<file path="config.mk">
export PLATFORM = sky130hd
export DESIGN_NAME = carrier_detect_qual
export DESIGN_NICKNAME = d
export VERILOG_FILES = /design/src/rtl/cdq_pkg.sv /design/src/rtl/cdq_level_class.sv /design/src/rtl/cdq_delay_timer.sv /design/src/rtl/cdq_fsm.sv /design/src/rtl/carrier_detect_qual.sv
export SDC_FILE = /design/constraint.sdc
export NUM_CORES = 1
export LEC_CHECK = 0
export BUFFER_PORTS_ARGS = -buffer_cell sky130_fd_sc_hd__buf_2
export CORE_ASPECT_RATIO = 0.75
export CORE_MARGIN = 2
export CORE_UTILIZATION = 38
export DETAILED_ROUTE_END_ITERATION = 7
export PLACE_DENSITY_LB_ADDON = 0.1
export SLEW_MARGIN = 20
export SYNTH_ARGS = -nofsm -noshare
export SYNTH_HDL_FRONTEND = slang
export SYNTH_SLANG_ARGS = --single-unit
</file>
<file path="constraint.sdc">
create_clock -name clk -period 3.85 [get_ports clk]
set_input_delay 1.155 -clock clk [delete_from_list [all_inputs] [get_ports clk]]
set_output_delay 1.155 -clock clk [all_outputs]
set_load 0.005 [all_outputs]
</file>
<file path="src/rtl/cdq_pkg.sv">
package cdq_pkg;

  typedef enum logic [2:0] {
    ST_ACQ  = 3'd0,
    ST_UP   = 3'd1,
    ST_LOSS = 3'd2,
    ST_DOWN = 3'd3,
    ST_REC  = 3'd4
  } cd_state_e;

  typedef enum logic [1:0] {
    LV_NONE    = 2'd0,
    LV_PRESENT = 2'd1,
    LV_ABSENT  = 2'd2
  } lvl_ev_e;

endpackage

</file>
<file path="src/rtl/cdq_level_class.sv">
module cdq_level_class
  import cdq_pkg::*;
#(
  parameter int LVL_W  = 10,
  parameter int ON_HDB = -86,
  parameter int OFF_HDB = -94
) (
  input  logic signed [LVL_W-1:0] level_i,
  input  logic                    vld_i,
  output lvl_ev_e                 ev_o
);

  localparam logic signed [LVL_W-1:0] ON_L  = LVL_W'(ON_HDB);
  localparam logic signed [LVL_W-1:0] OFF_L = LVL_W'(OFF_HDB);

  always_comb begin
    ev_o = LV_NONE;
    if (vld_i) begin
      if (level_i >= ON_L)       ev_o = LV_PRESENT;
      else if (level_i <= OFF_L) ev_o = LV_ABSENT;
    end
  end

endmodule

</file>
<file path="src/rtl/cdq_delay_timer.sv">
module cdq_delay_timer #(
  parameter int CNT_W = 7
) (
  input  logic             clk,
  input  logic             rst_n,
  input  logic             clr_i,
  input  logic             en_i,
  input  logic [CNT_W-1:0] limit_i,
  output logic             expire_o
);

  logic [CNT_W-1:0] cnt_q, cnt_d;
  logic             cnt_en;

  assign expire_o = en_i && (cnt_q >= (limit_i - CNT_W'(1)));

  always_comb begin
    cnt_en = clr_i || en_i;
    cnt_d  = cnt_q;
    if (clr_i)         cnt_d = '0;
    else if (expire_o) cnt_d = '0;
    else if (en_i)     cnt_d = cnt_q + CNT_W'(1);
  end

  always_ff @(posedge clk or negedge rst_n) begin
    if (!rst_n)      cnt_q <= '0;
    else if (cnt_en) cnt_q <= cnt_d;
  end

  AST_CLR_ZEROES: assert property (@(posedge clk) disable iff (!rst_n)
    clr_i |=> (cnt_q == '0));
  AST_TICK_ADVANCES: assert property (@(posedge clk) disable iff (!rst_n)
    (en_i && !clr_i && !expire_o) |=> (cnt_q == $past(cnt_q) + CNT_W'(1)));

endmodule

</file>
<file path="src/rtl/cdq_fsm.sv">
module cdq_fsm
  import cdq_pkg::*;
#(
  parameter int CNT_W      = 7,
  parameter int LOSS_HI_MS = 50,
  parameter int LOSS_LO_MS = 16,
  parameter int REC_MS     = 100
) (
  input  logic             clk,
  input  logic             rst_n,
  input  lvl_ev_e          ev_i,
  input  logic             tick_i,
  input  logic             hs_i,
  input  logic             low_rate_i,
  input  logic             expire_i,
  output logic             tmr_clr_o,
  output logic             tmr_en_o,
  output logic [CNT_W-1:0] tmr_limit_o,
  output logic             carrier_o
);

  localparam logic [CNT_W-1:0] LIM_HI  = CNT_W'(LOSS_HI_MS);
  localparam logic [CNT_W-1:0] LIM_LO  = CNT_W'(LOSS_LO_MS);
  localparam logic [CNT_W-1:0] LIM_REC = CNT_W'(REC_MS);

  cd_state_e state_q, state_d;
  logic      state_en;
  logic      pending;

  assign pending = (state_q == ST_LOSS) || (state_q == ST_REC);

  always_comb begin
    state_d = state_q;
    unique case (state_q)
      ST_ACQ:  if (hs_i) state_d = ST_UP;
      ST_UP:   if (ev_i == LV_ABSENT) state_d = ST_LOSS;
      ST_LOSS: begin
        if (ev_i == LV_PRESENT) state_d = ST_UP;
        else if (expire_i)      state_d = ST_DOWN;
      end
      ST_DOWN: if (ev_i == LV_PRESENT) state_d = ST_REC;
      ST_REC: begin
        if (ev_i == LV_ABSENT) state_d = ST_DOWN;
        else if (expire_i)     state_d = ST_UP;
      end
      default: state_d = ST_ACQ;
    endcase
  end

  always_comb begin
    state_en    = (state_d != state_q);
    tmr_clr_o   = state_en;
    tmr_en_o    = tick_i && pending;
    tmr_limit_o = (state_q == ST_REC) ? LIM_REC : (low_rate_i ? LIM_LO : LIM_HI);
  end

  always_ff @(posedge clk or negedge rst_n) begin
    if (!rst_n)        state_q <= ST_ACQ;
    else if (state_en) state_q <= state_d;
  end

  assign carrier_o = (state_q == ST_UP) || (state_q == ST_LOSS);

  AST_ACQ_HOLDS: assert property (@(posedge clk) disable iff (!rst_n)
    (state_q == ST_ACQ && !hs_i) |=> (state_q == ST_ACQ));
  AST_HS_CONNECTS: assert property (@(posedge clk) disable iff (!rst_n)
    (state_q == ST_ACQ && hs_i) |=> carrier_o);
  AST_BAND_HOLDS: assert property (@(posedge clk) disable iff (!rst_n)
    (ev_i == LV_NONE && !tick_i && !hs_i) |=> $stable(state_q));
  AST_DOWN_IGNORES_HS: assert property (@(posedge clk) disable iff (!rst_n)
    (state_q == ST_DOWN && ev_i != LV_PRESENT) |=> (state_q == ST_DOWN));
  AST_REC_START: assert property (@(posedge clk) disable iff (!rst_n)
    (state_q == ST_DOWN && ev_i == LV_PRESENT) |=> (state_q == ST_REC));
  AST_LOSS_START: assert property (@(posedge clk) disable iff (!rst_n)
    (state_q == ST_UP && ev_i == LV_ABSENT) |=> (state_q == ST_LOSS));
  AST_REC_CANCEL: assert property (@(posedge clk) disable iff (!rst_n)
    (state_q == ST_REC && ev_i == LV_ABSENT) |=> (state_q == ST_DOWN));

endmodule

</file>
<file path="src/rtl/carrier_detect_qual.sv">
module carrier_detect_qual
  import cdq_pkg::*;
#(
  parameter int LVL_W      = 10,
  parameter int ON_HDB     = -86,
  parameter int OFF_HDB    = -94,
  parameter int LOSS_HI_MS = 50,
  parameter int LOSS_LO_MS = 16,
  parameter int REC_MS     = 100
) (
  input  logic                    clk,
  input  logic                    rst_n,
  input  logic signed [LVL_W-1:0] level_i,
  input  logic                    level_vld_i,
  input  logic                    tick_ms_i,
  input  logic                    low_rate_i,
  input  logic                    hs_done_i,
  output logic                    carrier_o
);

  localparam int MAX_A  = (LOSS_HI_MS > LOSS_LO_MS) ? LOSS_HI_MS : LOSS_LO_MS;
  localparam int MAX_MS = (REC_MS > MAX_A) ? REC_MS : MAX_A;
  localparam int CNT_W  = $clog2(MAX_MS + 1);

  lvl_ev_e          ev;
  logic             tmr_clr, tmr_en, tmr_exp;
  logic [CNT_W-1:0] tmr_limit;

  cdq_level_class #(
    .LVL_W  (LVL_W),
    .ON_HDB (ON_HDB),
    .OFF_HDB(OFF_HDB)
  ) u_class (
    .level_i(level_i),
    .vld_i  (level_vld_i),
    .ev_o   (ev)
  );

  cdq_fsm #(
    .CNT_W     (CNT_W),
    .LOSS_HI_MS(LOSS_HI_MS),
    .LOSS_LO_MS(LOSS_LO_MS),
    .REC_MS    (REC_MS)
  ) u_fsm (
    .clk        (clk),
    .rst_n      (rst_n),
    .ev_i       (ev),
    .tick_i     (tick_ms_i),
    .hs_i       (hs_done_i),
    .low_rate_i (low_rate_i),
    .expire_i   (tmr_exp),
    .tmr_clr_o  (tmr_clr),
    .tmr_en_o   (tmr_en),
    .tmr_limit_o(tmr_limit),
    .carrier_o  (carrier_o)
  );

  cdq_delay_timer #(
    .CNT_W(CNT_W)
  ) u_timer (
    .clk     (clk),
    .rst_n   (rst_n),
    .clr_i   (tmr_clr),
    .en_i    (tmr_en),
    .limit_i (tmr_limit),
    .expire_o(tmr_exp)
  );

  AST_FALL_ON_TICK: assert property (@(posedge clk) disable iff (!rst_n)
    $fell(carrier_o) |-> $past(tick_ms_i));
  AST_RISE_SOURCE: assert property (@(posedge clk) disable iff (!rst_n)
    $rose(carrier_o) |-> ($past(hs_done_i) || $past(tick_ms_i)));

endmodule

</file>
# Word-level counts from Yosys, hierarchy flattened
# Index checks and enable logic that the tools add are counted.
word_totals:
  reg_bits: 10
  latch_bits: 0
  ram_bits: 0
  mem_bits_ro: 0
  inputBits: 16
  memories: 0
classes:
  add_sub_neg: 2
  mul: 0
  div_mod_pow: 0
  n_lt_le_gt_ge: 3
  eq_ne: 7
  shift: 0
  muxes: 16
  n_bitwise: 0
  reduce_logical: 8
op_table:
  columns: ["op", "count"]
  rows:
  - ["7-bit two-way mux", 4]
  - ["3-bit two-way mux", 7]
  - ["3-bit one-hot mux with 5 select lines", 1]
  - ["10-bit by 8-bit greater-or-equal comparator with 1-bit output (second input constant)", 1]
  - ["10-bit by 8-bit <= comparator with 1-bit output (second input constant)", 1]
  - ["7-bit by 1-bit adder with 7-bit output (second input constant)", 1]
  - ["7-bit greater-or-equal comparator", 1]
  - ["7-bit by 1-bit subtractor with 7-bit output (second input constant)", 1]
  - ["3-bit by 2-bit equality test with 1-bit output (second input constant)", 2]
  - ["2-bit two-way mux", 3]
  - ["6-bit two-way mux", 1]
  - ["3-bit by 1-bit equality test with 1-bit output (second input constant)", 1]
  - ["3-bit equality test (second input constant)", 1]
  - ["3-bit zero test", 1]
  - ["1-bit logical OR", 3]
  - ["3-bit != test", 1]
  - ["3-bit nonzero test", 1]
  - ["2-bit by 1-bit equality test with 1-bit output (second input constant)", 1]
  - ["2-bit equality test (second input constant)", 1]
  - ["1-bit logical AND", 2]
  - ["2-bit AND reduction", 1]

# Logic depth before layout (Yosys ltp)
# Gate-level depths: netlist (run 1).
logic_depth:
  depth_word: 11
  depth_mapped: 11
  depth_no_buf: 10

# Cells and area by module
# Synthesis (run 1) repeated with hierarchy kept, for this count alone.
hier_totals:
  hier_cells: 123
  hier_area_um2: 1042.2
modules_own_cells:
  columns: ["mod", "n_inst", "cells_per_inst", "area_per_inst_um2", "seq_area_each_um2"]
  rows:
  - ["cdq_delay_timer", 1, 71, 640.6, 175.2]
  - ["cdq_fsm", 1, 43, 335.3, 75.1]
  - ["cdq_level_class", 1, 9, 66.3, 0.0]

# Worst setup path before layout (run 1)
# OpenSTA, ideal clock, no wires.
synth_timing:
  path_kind: "in2reg"
  startpoint: "input port low_rate_i"
  endpoint: "register u_timer.cnt_q[1]"
  setup_ns: 0.127
  t_arrival_ns: 2.538
  required_ns: 3.723
  path_slack_ns: 1.184
  path_stages: 7
  path_buffers: 0
  cell_sequence: "or2_2 -> ha_1 -> nand4_1 -> a21oi_1 -> o21bai_4 -> a21boi_4 -> nor3_2"
synth_via:
  elab_chain_len: 11
  elab_cells_between_ends: 16
  cone_classes: "1 x add/sub; 1 x order compare; 1 x eq/ne; 9 x mux; 4 x reduce/logical"
synth_rtl:
  columns: ["item", "line", "rtl"]
  rows:
  - ["start, declared", "carrier_detect_qual.sv:16", "input logic low_rate_i,"]
  - ["6-bit two-way mux *", "cdq_fsm.sv:54", "tmr_limit_o = (state_q == ST_REC) ? LIM_REC : (low_rate_i ? LIM_LO : LIM_HI);"]
  - ["7-bit two-way mux *", "cdq_fsm.sv:54", null]
  - ["7-bit by 1-bit subtractor with 7-bit output *", "cdq_delay_timer.sv:15", "assign expire_o = en_i && (cnt_q >= (limit_i - CNT_W'(1)));"]
  - ["7-bit greater-or-equal comparator *", "cdq_delay_timer.sv:15", null]
  - ["1-bit logical AND *", "cdq_delay_timer.sv:15", null]
  - ["3-bit two-way mux, on equally long branches", "cdq_fsm.sv:44, cdq_fsm.sv:39", null]
  - ["3-bit two-way mux, on equally long branches", "cdq_fsm.sv:43, cdq_fsm.sv:38", null]
  - ["3-bit one-hot mux with 5 select lines", "cdq_fsm.sv:34", "unique case (state_q)"]
  - ["3-bit != test", "cdq_fsm.sv:51", "state_en = (state_d != state_q);"]
  - ["3-bit nonzero test (no line) / 1-bit logical OR (equally long branches)", null, null]
  - ["2-bit AND reduction (no line)", null, null]
  - ["end signal, assigned", "cdq_delay_timer.sv:27", "else if (cnt_en) cnt_q <= cnt_d;"]
  - ["end, declared", "cdq_delay_timer.sv:12", "logic [CNT_W-1:0] cnt_q, cnt_d;"]
# Every way passes the cells marked *; elsewhere a longest branch is shown, timed or not.
# A chain may end at the register's enable or synchronous reset.

# Worst setup path after layout (run 1)
# Same ends and word-level chain as after synthesis.

==> impl_summary.md, run 1 <==
Setup path
The signal arrival time at the worst endpoint is between 2000 and 3000 ps. The worst setup path is of the in -> reg kind. The worst setup path is launched from an input pin.

The endpoint kind of the worst setup timing path is a flop. For the worst setup path, the data required time is between 3000 and 4000 ps. The end of the worst register-to-register path is u_timer.cnt_q[1]$_DFFE_PN0P_. The number of cell instances on the worst register-to-register path is 10.

The launch instance of the worst register-to-register path is u_fsm.state_q[1]$_DFFE_PN0N_. For flop-to-flop paths, the worst setup slack is between 1000 and 1500 ps. The maximum fanout along the worst path is 6.

STA
The slew of the pin with the lowest slew margin is ~440 ps. The final setup violation count is 0. The achievable clock frequency is 0.381 GHz. The total count of hold-check failures in the final report is 0. The sum of negative setup slack is 0 ps. The minimum period implied by the final worst setup slack is 2620 ps.

The tightest hold path in the finished design has a slack of 618 ps. The final critical path takes up a little under 70% of the cycle. Setup repair after global routing left no endpoint under its margin. Measured against its own limit, the worst slew margin works out to between 70% and 80%. The max-slew violation total from the final report is 0. For the final database, setup skew stands at around 8 ps.

Logic synthesis
In this run the cell area of the synthesized design comes to around 950 um^2. The cell type with the largest total area after synthesis is sky130_fd_sc_hd__dfrtp_1. Counting instances in the post-synthesis netlist gives the leading cell types as sky130_fd_sc_hd__dfrtp_1, sky130_fd_sc_hd__a21oi_1, sky130_fd_sc_hd__nor3_2. The most numerous cell in the Yosys netlist is sky130_fd_sc_hd__dfrtp_1. The synthesized area per cell is about 9.4 um^2.

In the synthesized netlist the async set-or-reset flop fraction comes to 100%. For this run, the register share of the synthesized area comes to a little over a quarter. The number of enable flip-flop cells after synthesis is 0. For this run, the leading register cell type out of synthesis is sky130_fd_sc_hd__dfrtp_1.

The gate count of the mapped netlist is roughly 100. Synthesis produced a netlist with a net count of 124. The portion of synthesized cell area occupied by the leading cell type is roughly a quarter. The total number of yosys warnings is 0. The netlist uses 36 different library cells.

After synthesis, the cell types taking the most area are sky130_fd_sc_hd__dfrtp_1, sky130_fd_sc_hd__nor3_2, sky130_fd_sc_hd__ha_1. The post-synthesis sequential element count is 10.

Global route
The number of global-route vias before repair came to slightly below 800. Entering global routing, the biggest net connects 12 pins. The met2 track utilization from global routing is 25.1%.

The met1 capacity usage during global routing is approximately 24%. The total global routing track utilization is between 10% and 20%. The global routing usage on met3 is under 10%. The wire length of the first global-routing pass is roughly 3500 um.

The total overflow left after global routing is 0. The busiest layer in global routing is met2. The initial antenna violation count is 0.

Final layout
Leaving out filler cells and counting taps, the final layout contains about 150. The post-route netlist has 35.3% of its cells at a drive strength greater than 1. The final layout contains about 140 nets. Summing all non-filler instances in the final layout gives an area of roughly 1100 um^2. Relative to the synthesized area, the layout overhead comes to 15.4%.

The antenna cell count is 0.

Hold path
The depth of the worst hold-timing path is 2. The min-delay analysis places its worst path in the category reg -> reg. For hold timing, the worst endpoint is u_timer.cnt_q[6]$_DFFE_PN0P_. In this run the most critical hold path is launched from u_timer.cnt_q[6]$_DFFE_PN0P_.

Place
The final estimated routing congestion in global placement is about 0.77. The placed instance area is roughly 1100 um^2. The placed wire-length estimate after detailed placement is 1610 um. The quantity of I/O buffers inserted on ports is 16.

The number of placed cells counting well taps is 149.

Detailed routing
The number of iterations in the first detailed-routing pass is 4. The routed via count is a little under 800. The count of antenna-violating nets left after detailed routing is 0. After detailed routing, the number of remaining DRC violations is 0. For this block, the initial DRC count from the detailed router was 7.

The mean number of vias per cell is 5.13. Wires add up to about 2000 um. The average routed wire per standard cell is 12.8 um.

Clocking
The clock buffer count from CTS is 3. The root buffer selected by CTS is sky130_fd_sc_hd__clkbuf_4. The cts-stage hold buffer count is 0. The level count of the clock H-tree is 1. CTS saw 10 sinks.

Clock-pin slew was measured on the worst setup and hold paths at approximately 70 ps. The post-cts resize count is 0. The clock passes through at most 2 buffers. After clock tree synthesis, the setup repair step added 0 buffers.

The clock latency at the later pin of the worst-skew pair is roughly 270 ps. TritonCTS built the clock tree.

Floorplanning
The number of placed I/O pins is 17. The effective utilization at floorplan is around two fifths. From left edge to right edge, the die measures between 60 and 70 um. The vertical extent of the die is 47.3 um. The die covers around 3000 um^2. After floorplanning, the core was divided into 15 placement rows. After floorplanning, the core was sized to cover 2330 um^2.

Outcome
The run finished with clean final reports.

Pwr
The total power per unit cell area is about 460 nW/um^2. The static power due to leakage is 0.484 nW. The worst IR drop on VDD is between 0.0002 and 0.0003 V. Summing internal, switching and leakage power gives between 0.0004 and 0.0005 W.

Job
The max capacitance violation total is 0.
## worst max-delay path by stage
stage,from,end,slack (ps),cells past startpoint
2_1_floorplan,low_rate_i,u_timer.cnt_q[1]$_DFFE_PN0P_,1180,7
3_3_place_gp,low_rate_i,u_timer.cnt_q[3]$_DFFE_PN0P_,980,8
3_5_place_dp,low_rate_i,u_timer.cnt_q[6]$_DFFE_PN0P_,940,8
4_1_cts,low_rate_i,u_timer.cnt_q[1]$_DFFE_PN0P_,1230,8
5_1_grt,u_fsm.state_q[1]$_DFFE_PN0N_,u_timer.cnt_q[1]$_DFFE_PN0P_,1090,10
6_report,low_rate_i,u_timer.cnt_q[1]$_DFFE_PN0P_,1230,8
## registers in the layout (all words and copies together) (netlist names)
register,flops
u_fsm.state_q,3
u_timer.cnt_q,7
## placed cells by master, fill, tap and decap left out
cell / instances
sky130_fd_sc_hd__o21bai_4: 1
sky130_fd_sc_hd__buf_2: 16
sky130_fd_sc_hd__o21ai_0: 2
sky130_fd_sc_hd__a21o_1: 1
sky130_fd_sc_hd__a21boi_4: 1
sky130_fd_sc_hd__nor3_2: 9
sky130_fd_sc_hd__clkbuf_8: 1
sky130_fd_sc_hd__nand2b_1: 1
sky130_fd_sc_hd__clkbuf_4: 3
sky130_fd_sc_hd__ha_1: 7
sky130_fd_sc_hd__a211oi_1: 1
sky130_fd_sc_hd__o211ai_1: 3
sky130_fd_sc_hd__or2_1: 1
sky130_fd_sc_hd__o32ai_1: 1
sky130_fd_sc_hd__nand3b_4: 1
sky130_fd_sc_hd__nor3b_2: 2
sky130_fd_sc_hd__a21boi_1: 1
sky130_fd_sc_hd__nand4_1: 1
sky130_fd_sc_hd__xnor2_1: 6
sky130_fd_sc_hd__nor4b_4: 1
sky130_fd_sc_hd__or2_2: 1
sky130_fd_sc_hd__a211o_2: 1
sky130_fd_sc_hd__nor4b_1: 1
sky130_fd_sc_hd__nand2_1: 6
sky130_fd_sc_hd__nor2_1: 8
sky130_fd_sc_hd__o2111ai_1: 1
sky130_fd_sc_hd__xor2_2: 1
sky130_fd_sc_hd__o21ai_1: 2
sky130_fd_sc_hd__dfrtp_1: 10
sky130_fd_sc_hd__a22oi_2: 1
sky130_fd_sc_hd__nor4_1: 1
sky130_fd_sc_hd__inv_2: 2
sky130_fd_sc_hd__a21oi_1: 9
sky130_fd_sc_hd__nand3_1: 8
sky130_fd_sc_hd__o21a_1: 1
sky130_fd_sc_hd__inv_1: 5
sky130_fd_sc_hd__o311ai_2: 1
## power by group
part	switching (W)	total [W]	internal, W
Clock	0.0000374	0.0000949	0.0000574
Combinational	0.000112	0.000226	0.000113
Sequential	0.0000546	0.000179	0.000124
## metal layers
metal	vias up	wire, um
met2	16	830
li1	407	-
met3	2	72
met1	360	1050
met5	-	0
met4	0	12
## worst max-delay path, cell delays in order
cell and delay [ps]:
sky130_fd_sc_hd__buf_2 110, sky130_fd_sc_hd__or2_2 300, sky130_fd_sc_hd__ha_1 300, sky130_fd_sc_hd__nand4_1 80, sky130_fd_sc_hd__a21oi_1 320, sky130_fd_sc_hd__o21bai_4 130, sky130_fd_sc_hd__a21boi_4 290, sky130_fd_sc_hd__nor3_2 80
## per-stage QoR
stage,setup WS (ps),util [%]
after global routing,1090,47.0
after global placement,982,45.5
after CTS,1230,47.0
after floorplan,1180,-
after detailed placement,941,45.5
final,1230,47.0
## cell type report
class / instances / area (um^2)
multi-input cells: 82 / 659
inverters: 7 / 26.3
flip-flops and latches: 10 / 250
well taps: 34 / 42.5
fillers: 237 / 1230
clock buffers: 4 / 36.3
repair buffers: 16 / 80.1
## kinds of logic after synthesis
kind of cell    share of synthesized area (%)
buf+inv                                  4.09
compound gates                           22.3
simple gates                             30.7
xor+xnor                                 7.26
fa+ha+maj                                9.23
flops                                    26.4
(Power assumes the default switching activity.)
==> run 2: changes to the inputs <==
==> constraint.sdc (replaced) <==
create_clock -name clk -period 2.6 [get_ports clk]
set_input_delay 0.78 -clock clk [delete_from_list [all_inputs] [get_ports clk]]
set_output_delay 0.78 -clock clk [all_outputs]
set_load 0.005 [all_outputs]
==> run 2 against run 1 <==
Clock skew shrank 2.3 ps. Worst hold slack worse by 260 ps. Combinational power is 86% higher. Final area grew 2.7%. Utilization rose by 1.3 points. Register-to-register slack lost 990 ps. Total power increased by 57%. Worst setup slack got worse by 910 ps. Die area did not move. Critical path depth rose by 2. Highest routed layer is now met3.
==> impl_summary.md, run 2 (synthesis results as in run 1) <==
Floorplanning
The vertical extent of the die is 47.3 um. The effective utilization at floorplan is between 40 and 50%. The area enclosed by the die boundary is 2920 um^2.

The area inside the core boundary is ~2300 um^2. In this run the core area contains 15 standard-cell rows. The die outline width is between 60 and 70 um. The number of placed I/O pins is 17.

Setup path
The launch instance of the worst register-to-register path is u_fsm.state_q[0]$_DFFE_PN0N_. The startpoint type of the worst setup path is a flop. Walking the worst path, the cells encountered are nor3b_2 -> inv_2 -> nand2_1 -> inv_1 -> ha_1 -> nand2_1 -> o21ai_1 -> o21bai_4 -> a21boi_4 -> nor3_2. The kind of cell with the highest combined delay on the critical path is compound AO/OA/AOI/OAI gates. The critical path is of the reg -> reg type. The most numerous cell on the critical path is sky130_fd_sc_hd__nand2_1. The critical path contains buffers and inverters numbering 2 combined.

Data on the critical path is required at its endpoint by roughly 2800 ps. Along the worst path, the maximum fanout reaches 6. The largest stage delay on the critical path is between 300 and 400 ps. The signal arrival time at the worst endpoint is between 2000 and 2500 ps. The end of the worst register-to-register path is u_timer.cnt_q[2]$_DFFE_PN0P_. Measured in cells, the most critical reg-to-reg path has a length of 10. On the critical path, the stage with the largest delay is an instance of sky130_fd_sc_hd__dfrtp_1. STA classifies the critical path endpoint as a flop.

The setup check on the worst reg-to-reg path leaves a slack of approximately 320 ps.

Clocking
Buffers inserted during clock tree synthesis total 3. The post-cts resize count is 0. The level count of the clock H-tree is 1. In this run the deepest clock path goes through 2 buffers. Post-CTS timing repair inserted 0 buffers for setup. The number of clock sinks is 10. Clock latency on the worst-skew pair, taken at its later pin, is 270 ps. The CTS tree is yes. CTS placed an instance of sky130_fd_sc_hd__clkbuf_4 at the clock tree root. The cts-stage hold buffer count is 0. After clock tree synthesis, the clock-pin slew on the worst setup and hold paths is approximately 80 ps.

Detailed routing
The uppermost metal layer occupied by signal nets is met3. The number of DRC violations after detailed-routing iteration 0 is 37. The mean number of vias per cell is approximately 5.2. The number of remaining DRC errors is 0. Detailed routing placed a total of 809 um of wire on met2. For this run, the detailed router's first-pass iteration total came to 4. The count of antenna-violating nets left after detailed routing is 0. Summed over all layers, the routed wires come to approximately 2100 um. Dividing the detail-routed wire length by the instance count gives between 10 and 15 um. The wire length on met3 is about 89 um. The routed via count is between 800 and 900. After detailed routing, the wire length on met1 is ~1200 um.

Final layout
More flip-flops sit in one register than any other, and that register is u_timer.cnt_q. The library cell used most frequently in the layout, excluding fill and tap cells, is sky130_fd_sc_hd__buf_2. The repair_antennas step left the layout with diodes totalling 0. The library cells used most frequently in the layout, excluding fill and tap cells, are sky130_fd_sc_hd__buf_2, sky130_fd_sc_hd__dfrtp_1, sky130_fd_sc_hd__a21oi_1, sky130_fd_sc_hd__nor3_2. The share of layout cells above drive strength 1 is around 37%. The number of flip-flops under the largest register name is 7. The final core area utilization is approximately half. The final layout net count is between 100 and 150.

The area overhead of the layout relative to synthesis is 18.6%. The largest registers in the layout are u_timer.cnt_q x7, u_fsm.state_q x3. The count of fill cells added during filler insertion is approximately 250.

Pwr
The total power per unit cell area is about 700 nW/um^2. IR analysis of the VDD net gives a maximum drop of ~0.00020 V. The total power after layout is approximately 0.0008 W. The static power due to leakage is ~0.51 nW.

STA
The slack of the critical path is 315 ps. The total count of hold-check failures in the final report came to 0. The sum of negative setup slack is 0 ps. The achievable clock frequency is between 0.4 and 0.5 GHz. After layout, the worst path uses roughly 88% of the clock period.

The worst pin sits at a relative slew slack of 76.0%. The worst path needs 2280 ps of the cycle, external delays included. Setup repair after global routing left no endpoint under its margin. The slew of the pin with the lowest slew margin is roughly 360 ps. Across the routed clock network, the largest skew measured is between 5 and 6 ps.

The max-slew violation total from the final report is 0. Setup violations remaining at the end of the flow were counted as 0.

Hold path
The path class of the tightest hold or removal check is in -> async.

Place
At the end of routability-driven placement, the weighted congestion stood at just over 0.8. The count of buffers added on input and output ports is 16. Summed over all nets, the half-perimeter wirelength after detailed placement is 1630 um. OpenSTA, run right after detailed placement, puts the worst setup slack at ~130 ps.

Global route
Entering global routing, the biggest net connects 11 pins. The number of global-route vias before repair came to between 700 and 800. The total overflow reported by the global router is 0. The total global routing track utilization is between 10% and 20%. The initial antenna violation count is 0. The first global-routing pass estimated 3530 um of wire.

Job
The max capacitance violation total is 0.

Outcome
The flow ran to the end, and the final reports show no timing, DRC or antenna violations.
run 2: cell types whose count changed in the layout (fill, tap and decap cells not counted):
cell,change
sky130_fd_sc_hd__buf_4,+4
run 2: worst max path at each step:
stage / from / endpoint / cells past startpoint
floorplan: low_rate_i / u_timer.cnt_q[1]$_DFFE_PN0P_ / 7
global placement: low_rate_i / u_timer.cnt_q[5]$_DFFE_PN0P_ / 9
detailed placement: low_rate_i / u_timer.cnt_q[2]$_DFFE_PN0P_ / 8
CTS: u_fsm.state_q[0]$_DFFE_PN0N_ / u_timer.cnt_q[2]$_DFFE_PN0P_ / 10
global route: u_fsm.state_q[0]$_DFFE_PN0N_ / u_timer.cnt_q[4]$_DFFE_PN0P_ / 10
finish: u_fsm.state_q[0]$_DFFE_PN0N_ / u_timer.cnt_q[2]$_DFFE_PN0P_ / 10
run 2: cell type report:
cell class	count	area [um^2]	share of cell area (%)
multi-input cells	82	659	58.6
flip-flops and latches	10	250	22.2
repair buffers	20	110	9.79
well taps	34	42.5	3.78
clock buffers	4	36.3	3.23
inverters	7	26.3	2.34
run 2: routing by layer:
| metal | vias up | global-route usage (%) |
|---|---|---|
| met5 | - | 0 |
| met4 | 0 | 3.83 |
| met3 | 0 | 4.96 |
| met2 | 18 | 22.9 |
| met1 | 382 | 26.5 |
| li1 | 415 | - |
run 2: worst reg2reg max path: cells and delay by family (launching register included):
kind	cells	cell delay, ps
AND/OR/NAND/NOR	4	610
adder cells (fa/ha/maj)	1	280
flip-flops	1	390
buffers and inverters	2	170
AO/OA/AOI/OAI	3	710
run 2: power breakdown:
group / internal, W / total, W / switching (W)
logic: 0.000193 / 0.000421 / 0.000228
registers: 0.000185 / 0.000217 / 0.0000317
clock network: 0.0000851 / 0.000147 / 0.0000618
total: 0.000463 / 0.000784 / 0.000322
run 2: through the flow:
step | cells | hold slack (ps) | instance area [um^2]
after floorplan | 101 | 484 | 948
after global placement | 153 | 590 | 1090
after detailed placement | 153 | 577 | 1090
after CTS | 157 | 366 | 1120
after global routing | 157 | 362 | 1120
final | 157 | 358 | 1120
==> run 3: changes to the inputs <==
--- a/config.mk
+++ b/config.mk
@@ -10,8 +10,9 @@
 export CORE_MARGIN = 2
 export CORE_UTILIZATION = 38
 export DETAILED_ROUTE_END_ITERATION = 7
-export PLACE_DENSITY_LB_ADDON = 0.1
+export PLACE_DENSITY = 0.63
 export SLEW_MARGIN = 20
 export SYNTH_ARGS = -nofsm -noshare
 export SYNTH_HDL_FRONTEND = slang
+export SYNTH_HIERARCHICAL = 1
 export SYNTH_SLANG_ARGS = --single-unit
==> run 3 against run 2 <==
The run now ends with negative setup slack left. Area after synthesis is 9.9% higher. Critical path depth is 9 higher. Clock-buffer cell count is 1 lower. First-iteration DRC count is 14% higher. Largest power group unchanged.
==> impl_summary.md, run 3 <==
Outcome
The flow ran to the end, but the final reports show violations. The final reports fail on negative setup slack.

Setup path
The type of the setup path with the least slack is reg -> reg. STA puts the critical path data required time at 2760 ps. The most numerous cell on the critical path is sky130_fd_sc_hd__nor2_4. On the critical path the largest part of the delay comes from compound AO/OA/AOI/OAI gates.

In this run the critical register-to-register path is launched from u_fsm/state_q[0]$_DFFE_PN0P_. The signal on the critical path passes through nor2_4 -> nand2_4 -> inv_4 -> nor2_4 -> nor3_2 -> nand2_1 -> xor2_1 -> ha_1 -> a21o_1 -> a21oi_2 -> o31ai_2 -> and2_4 -> o21ai_4 -> o221ai_2 -> a211o_1 -> nor2_4 -> or3_1 -> a21oi_1 -> a21o_1. The maximum fanout along the worst path is 6.

For the worst setup path, the data arrival time is between 3000 and 4000 ps. The startpoint type of the worst setup path is a flop. STA classifies the critical path endpoint as a flop. In this design, the stage delay of the slowest critical-path cell is 410 ps. Counting buffers and inverters, the worst setup path is 19 cells deep. The largest individual stage delay along the critical path comes from the cell sky130_fd_sc_hd__dfrtp_1. The number of cells on the worst reg-to-reg path is 19. Tracing the worst setup path back leads to its startpoint at u_fsm/state_q[0]$_DFFE_PN0P_.

The worst register-to-register path ends at u_timer/cnt_q[5]$_DFFE_PN0P_. The slack of the worst reg-to-reg path is -650 ps. Following the worst setup path forward leads to its endpoint at u_timer/cnt_q[5]$_DFFE_PN0P_. Together, buffers and inverters on the worst path number 1.

Detailed routing
After detailed routing, the wire length on met1 is approximately 1200 um. The mean number of vias per cell is between 4 and 5. The total met2 wirelength after detailed routing is 1310 um.

The routed via count is 1,049. The total wirelength of the detailed-routed design is approximately 2600 um. For this run, the detailed router's first-pass iteration total came to 4. In the routed design, unresolved DRC markers number 0. The average routed wire per standard cell is around 12 um. The first routing iteration left 42 violations. The uppermost metal layer occupied by signal nets is met4. The count of antenna-violating nets left after detailed routing is 0. The wire length on met3 is 87 um.

Clocking
The root buffer selected by CTS is sky130_fd_sc_hd__clkbuf_4. The deepest clock path buffer count is 2. The clock buffer count from CTS is 3. The level count of the clock H-tree is 1. The clock latency at the later pin of the worst-skew pair is around 260 ps.

The cts-stage hold buffer count is 0. The number of clock sinks is 10. After clock tree synthesis, the clock-pin slew on the worst setup and hold paths is roughly 70 ps. TritonCTS built the clock tree.

Logic synthesis
The portion of synthesized cell area occupied by the leading cell type is between 20% and 30%. Among all cell types in the netlist, the one instantiated most often is sky130_fd_sc_hd__nand2_1. By count the netlist is led by sky130_fd_sc_hd__nand2_1, sky130_fd_sc_hd__dfrtp_1, sky130_fd_sc_hd__ha_1, sky130_fd_sc_hd__nor2_1, sky130_fd_sc_hd__a21oi_1. In this run, synthesis inferred 0 flip-flops with an integrated enable.

After Yosys synthesis, XOR and XNOR cells account for under 10% of the synthesized area. The most used flip-flop cell after synthesis is sky130_fd_sc_hd__dfrtp_1. The adder-cell share of the synthesized area is 10.8%.

The total number of yosys warnings is 6. The cell type with the largest total area after synthesis is sky130_fd_sc_hd__dfrtp_1. The count of unique library cells instantiated by Yosys is 43. In the synthesized netlist, mux cells make up 0% of the area. The share of synthesized area occupied by flip-flops and latches is about 24%. The synthesized netlist devotes 24.5% of its cell area to simple gates. Counting every instance in the synthesized netlist gives between 100 and 150. The synthesized netlist devotes a little over a quarter of its cell area to compound gates. Dividing the synthesized area by the synthesized cell count gives about 8.5 um^2.

In this run, synthesis produced a sequential element count of 10. The largest family of logic cells by synthesized area is compound AO/OA/AOI/OAI gates. After synthesis, the cell types taking the most area are sky130_fd_sc_hd__dfrtp_1, sky130_fd_sc_hd__ha_1, sky130_fd_sc_hd__nand2_1.

The area of the mapped netlist is 1040 um^2. The share of synthesized registers carrying an async set or reset is 100%.

Global route
The first global-routing pass estimated ~4400 um of wire. The largest net degree at the start of global routing is 11. Global routing used 17.7% of the available tracks. The number of global-route vias before repair is ~990. Global routing finished with a remaining overflow of 0. The initial antenna violation count is 0.

Final layout
The register with the most flip-flops in the layout has 7 of them. The largest registers in the layout are u_timer/cnt_q x7, u_fsm/state_q x3. The share of layout cells above drive strength 1 is about half. In the final design database the tool counted 201 nets. Leaving out filler cells and counting taps, the final layout contains 210. The number of antenna diodes in the final layout is 0. Counting the fill cells in the layout gives ~220. Leaving out fill and tap cells, the most frequent cells in the layout are sky130_fd_sc_hd__buf_4, sky130_fd_sc_hd__buf_2, sky130_fd_sc_hd__nand2_1, sky130_fd_sc_hd__dfrtp_1. The most frequent standard cell in the layout excluding fill and tap cells is sky130_fd_sc_hd__buf_4.

The top register by number of flip-flops is u_timer/cnt_q. The area taken by multi-input logic gates is approximately 840 um^2. Relative to the synthesized area, the layout overhead comes to 50.3%. The storage element area is 250 um^2.

Pwr
The total power after layout is approximately 0.0012 W. The worst IR drop on VDD is about 0.00034 V. In this run, flip-flops and latches consume approximately 20% of the power. The switching part of the total is a little over two fifths. Summed over all nets, the switching power comes to 0.000491 W. Of the total power, the clock network draws a little under a tenth.

The design internal power is 0.000677 W. For this design the static power due to leakage is approximately 0.76 nW. For this design the ratio of total power to cell area is between 700 and 800 nW/um^2.

The combinational cell fraction of total power is 70.9%.

Floorplanning
The region available for standard cell placement spans roughly 2600 um^2. From bottom edge to top edge, the die measures around 50 um. The number of placed I/O pins is 17.

The effective utilization at floorplan is between 40% and 50%. The standard-cell row count is 16. The die covers about 3200 um^2. The die outline width is 64.5 um.

STA
In the post-route analysis, the smallest setup slack over all paths is -646 ps. The total count of hold-check failures in the final report is 0. The tightest hold path in the finished design has a slack of between 300 and 400 ps. The minimum period implied by the final worst setup slack is ~3200 ps. Setup repair after global routing could not meet its margin everywhere. The achievable clock frequency is a little over 0.3 GHz.

The portion of the clock cycle consumed by the worst path in the final layout is 125%. The max-slew violation total from the final report is 0. The final setup violation count is 8. The post-route clock skew is between 1.5 and 2 ps.

Place
The quantity of I/O buffers inserted on ports is 16. The number of placed cells counting well taps is 198. The final estimated routing congestion in global placement is between 0.9 and 1. The placed wire-length estimate after detailed placement is ~2000 um.

Job
Max-cap violations in this run came to 0.

Hold path
The class of the worst hold path is in -> async.
[run 3: routing by layer]
| metal | vias to the layer above | GRT usage [%] |
|---|---|---|
| met3 | 6 | 4.85 |
| met5 | - | 0 |
| li1 | 543 | - |
| met4 | 0 | 3.19 |
| met2 | 20 | 30.7 |
| met1 | 480 | 22.1 |
[run 3: cell families (layout without fill, tap and decap cells)]
family / count (synthesis) / count (layout)
simple gates: 48 / 48
flops: 10 / 10
buf+inv: 14 / 64
compound gates: 34 / 34
other cells: 1 / 2
fa+ha+maj: 9 / 9
xor+xnor: 7 / 7
[run 3: power by group through the flow]
stage               clock network (W)  logic, W  registers, W
global placement                    0  0.000701      0.000233
detailed placement                  0  0.000716      0.000235
global route                 0.000124  0.000906      0.000239
finish                       0.000109  0.000827      0.000232
CTS                          0.000116  0.000777      0.000232
floorplan                           0  0.000482      0.000224
[run 3: how the worst min path moves through the flow]
stage               depth (start not counted)  slack [ps]                      endpoint                         start
global placement                            2         580  u_timer/cnt_q[4]$_DFFE_PN0P_  u_timer/cnt_q[4]$_DFFE_PN0P_
detailed placement                          2         570  u_timer/cnt_q[4]$_DFFE_PN0P_  u_timer/cnt_q[4]$_DFFE_PN0P_
floorplan                                   0         480  u_fsm/state_q[0]$_DFFE_PN0P_                         rst_n
CTS                                         1         380  u_timer/cnt_q[6]$_DFFE_PN0P_                         rst_n
global route                                1         380  u_timer/cnt_q[6]$_DFFE_PN0P_                         rst_n
finish                                      1         380  u_fsm/state_q[1]$_DFFE_PN0P_                         rst_n
[run 3: cell type report]
| type | count | area share (%) |
|---|---|---|
| multi-input cells | 100 | 53.5 |
| repair buffers | 53 | 24.1 |
| clock buffers | 3 | 1.44 |
| inverters | 8 | 2.08 |
| flip-flops and latches | 10 | 16.0 |
| well taps | 36 | 2.88 |
[run 3: what timing repair did]
action | CTS | global route
endpoints found under the setup margin | 9 | 9
buffers inserted | 5 | 4
cloned | 0 | 0
pin swaps | 3 | 9
gates resized for setup | 10 | 5
[run 3: per-stage QoR]
stage | setup slack [ps] | TNS (ps) | util, % | instance area [um^2]
6_report | -646 | -4710 | 60.2 | 1570
5_1_grt | -849 | -6400 | 60.2 | 1570
4_1_cts | -607 | -4320 | 58.0 | 1510
3_5_place_dp | -899 | -6450 | 54.6 | 1420
3_3_place_gp | -799 | -5720 | 54.6 | 1420
2_1_floorplan | -649 | -3910 | - | 1120
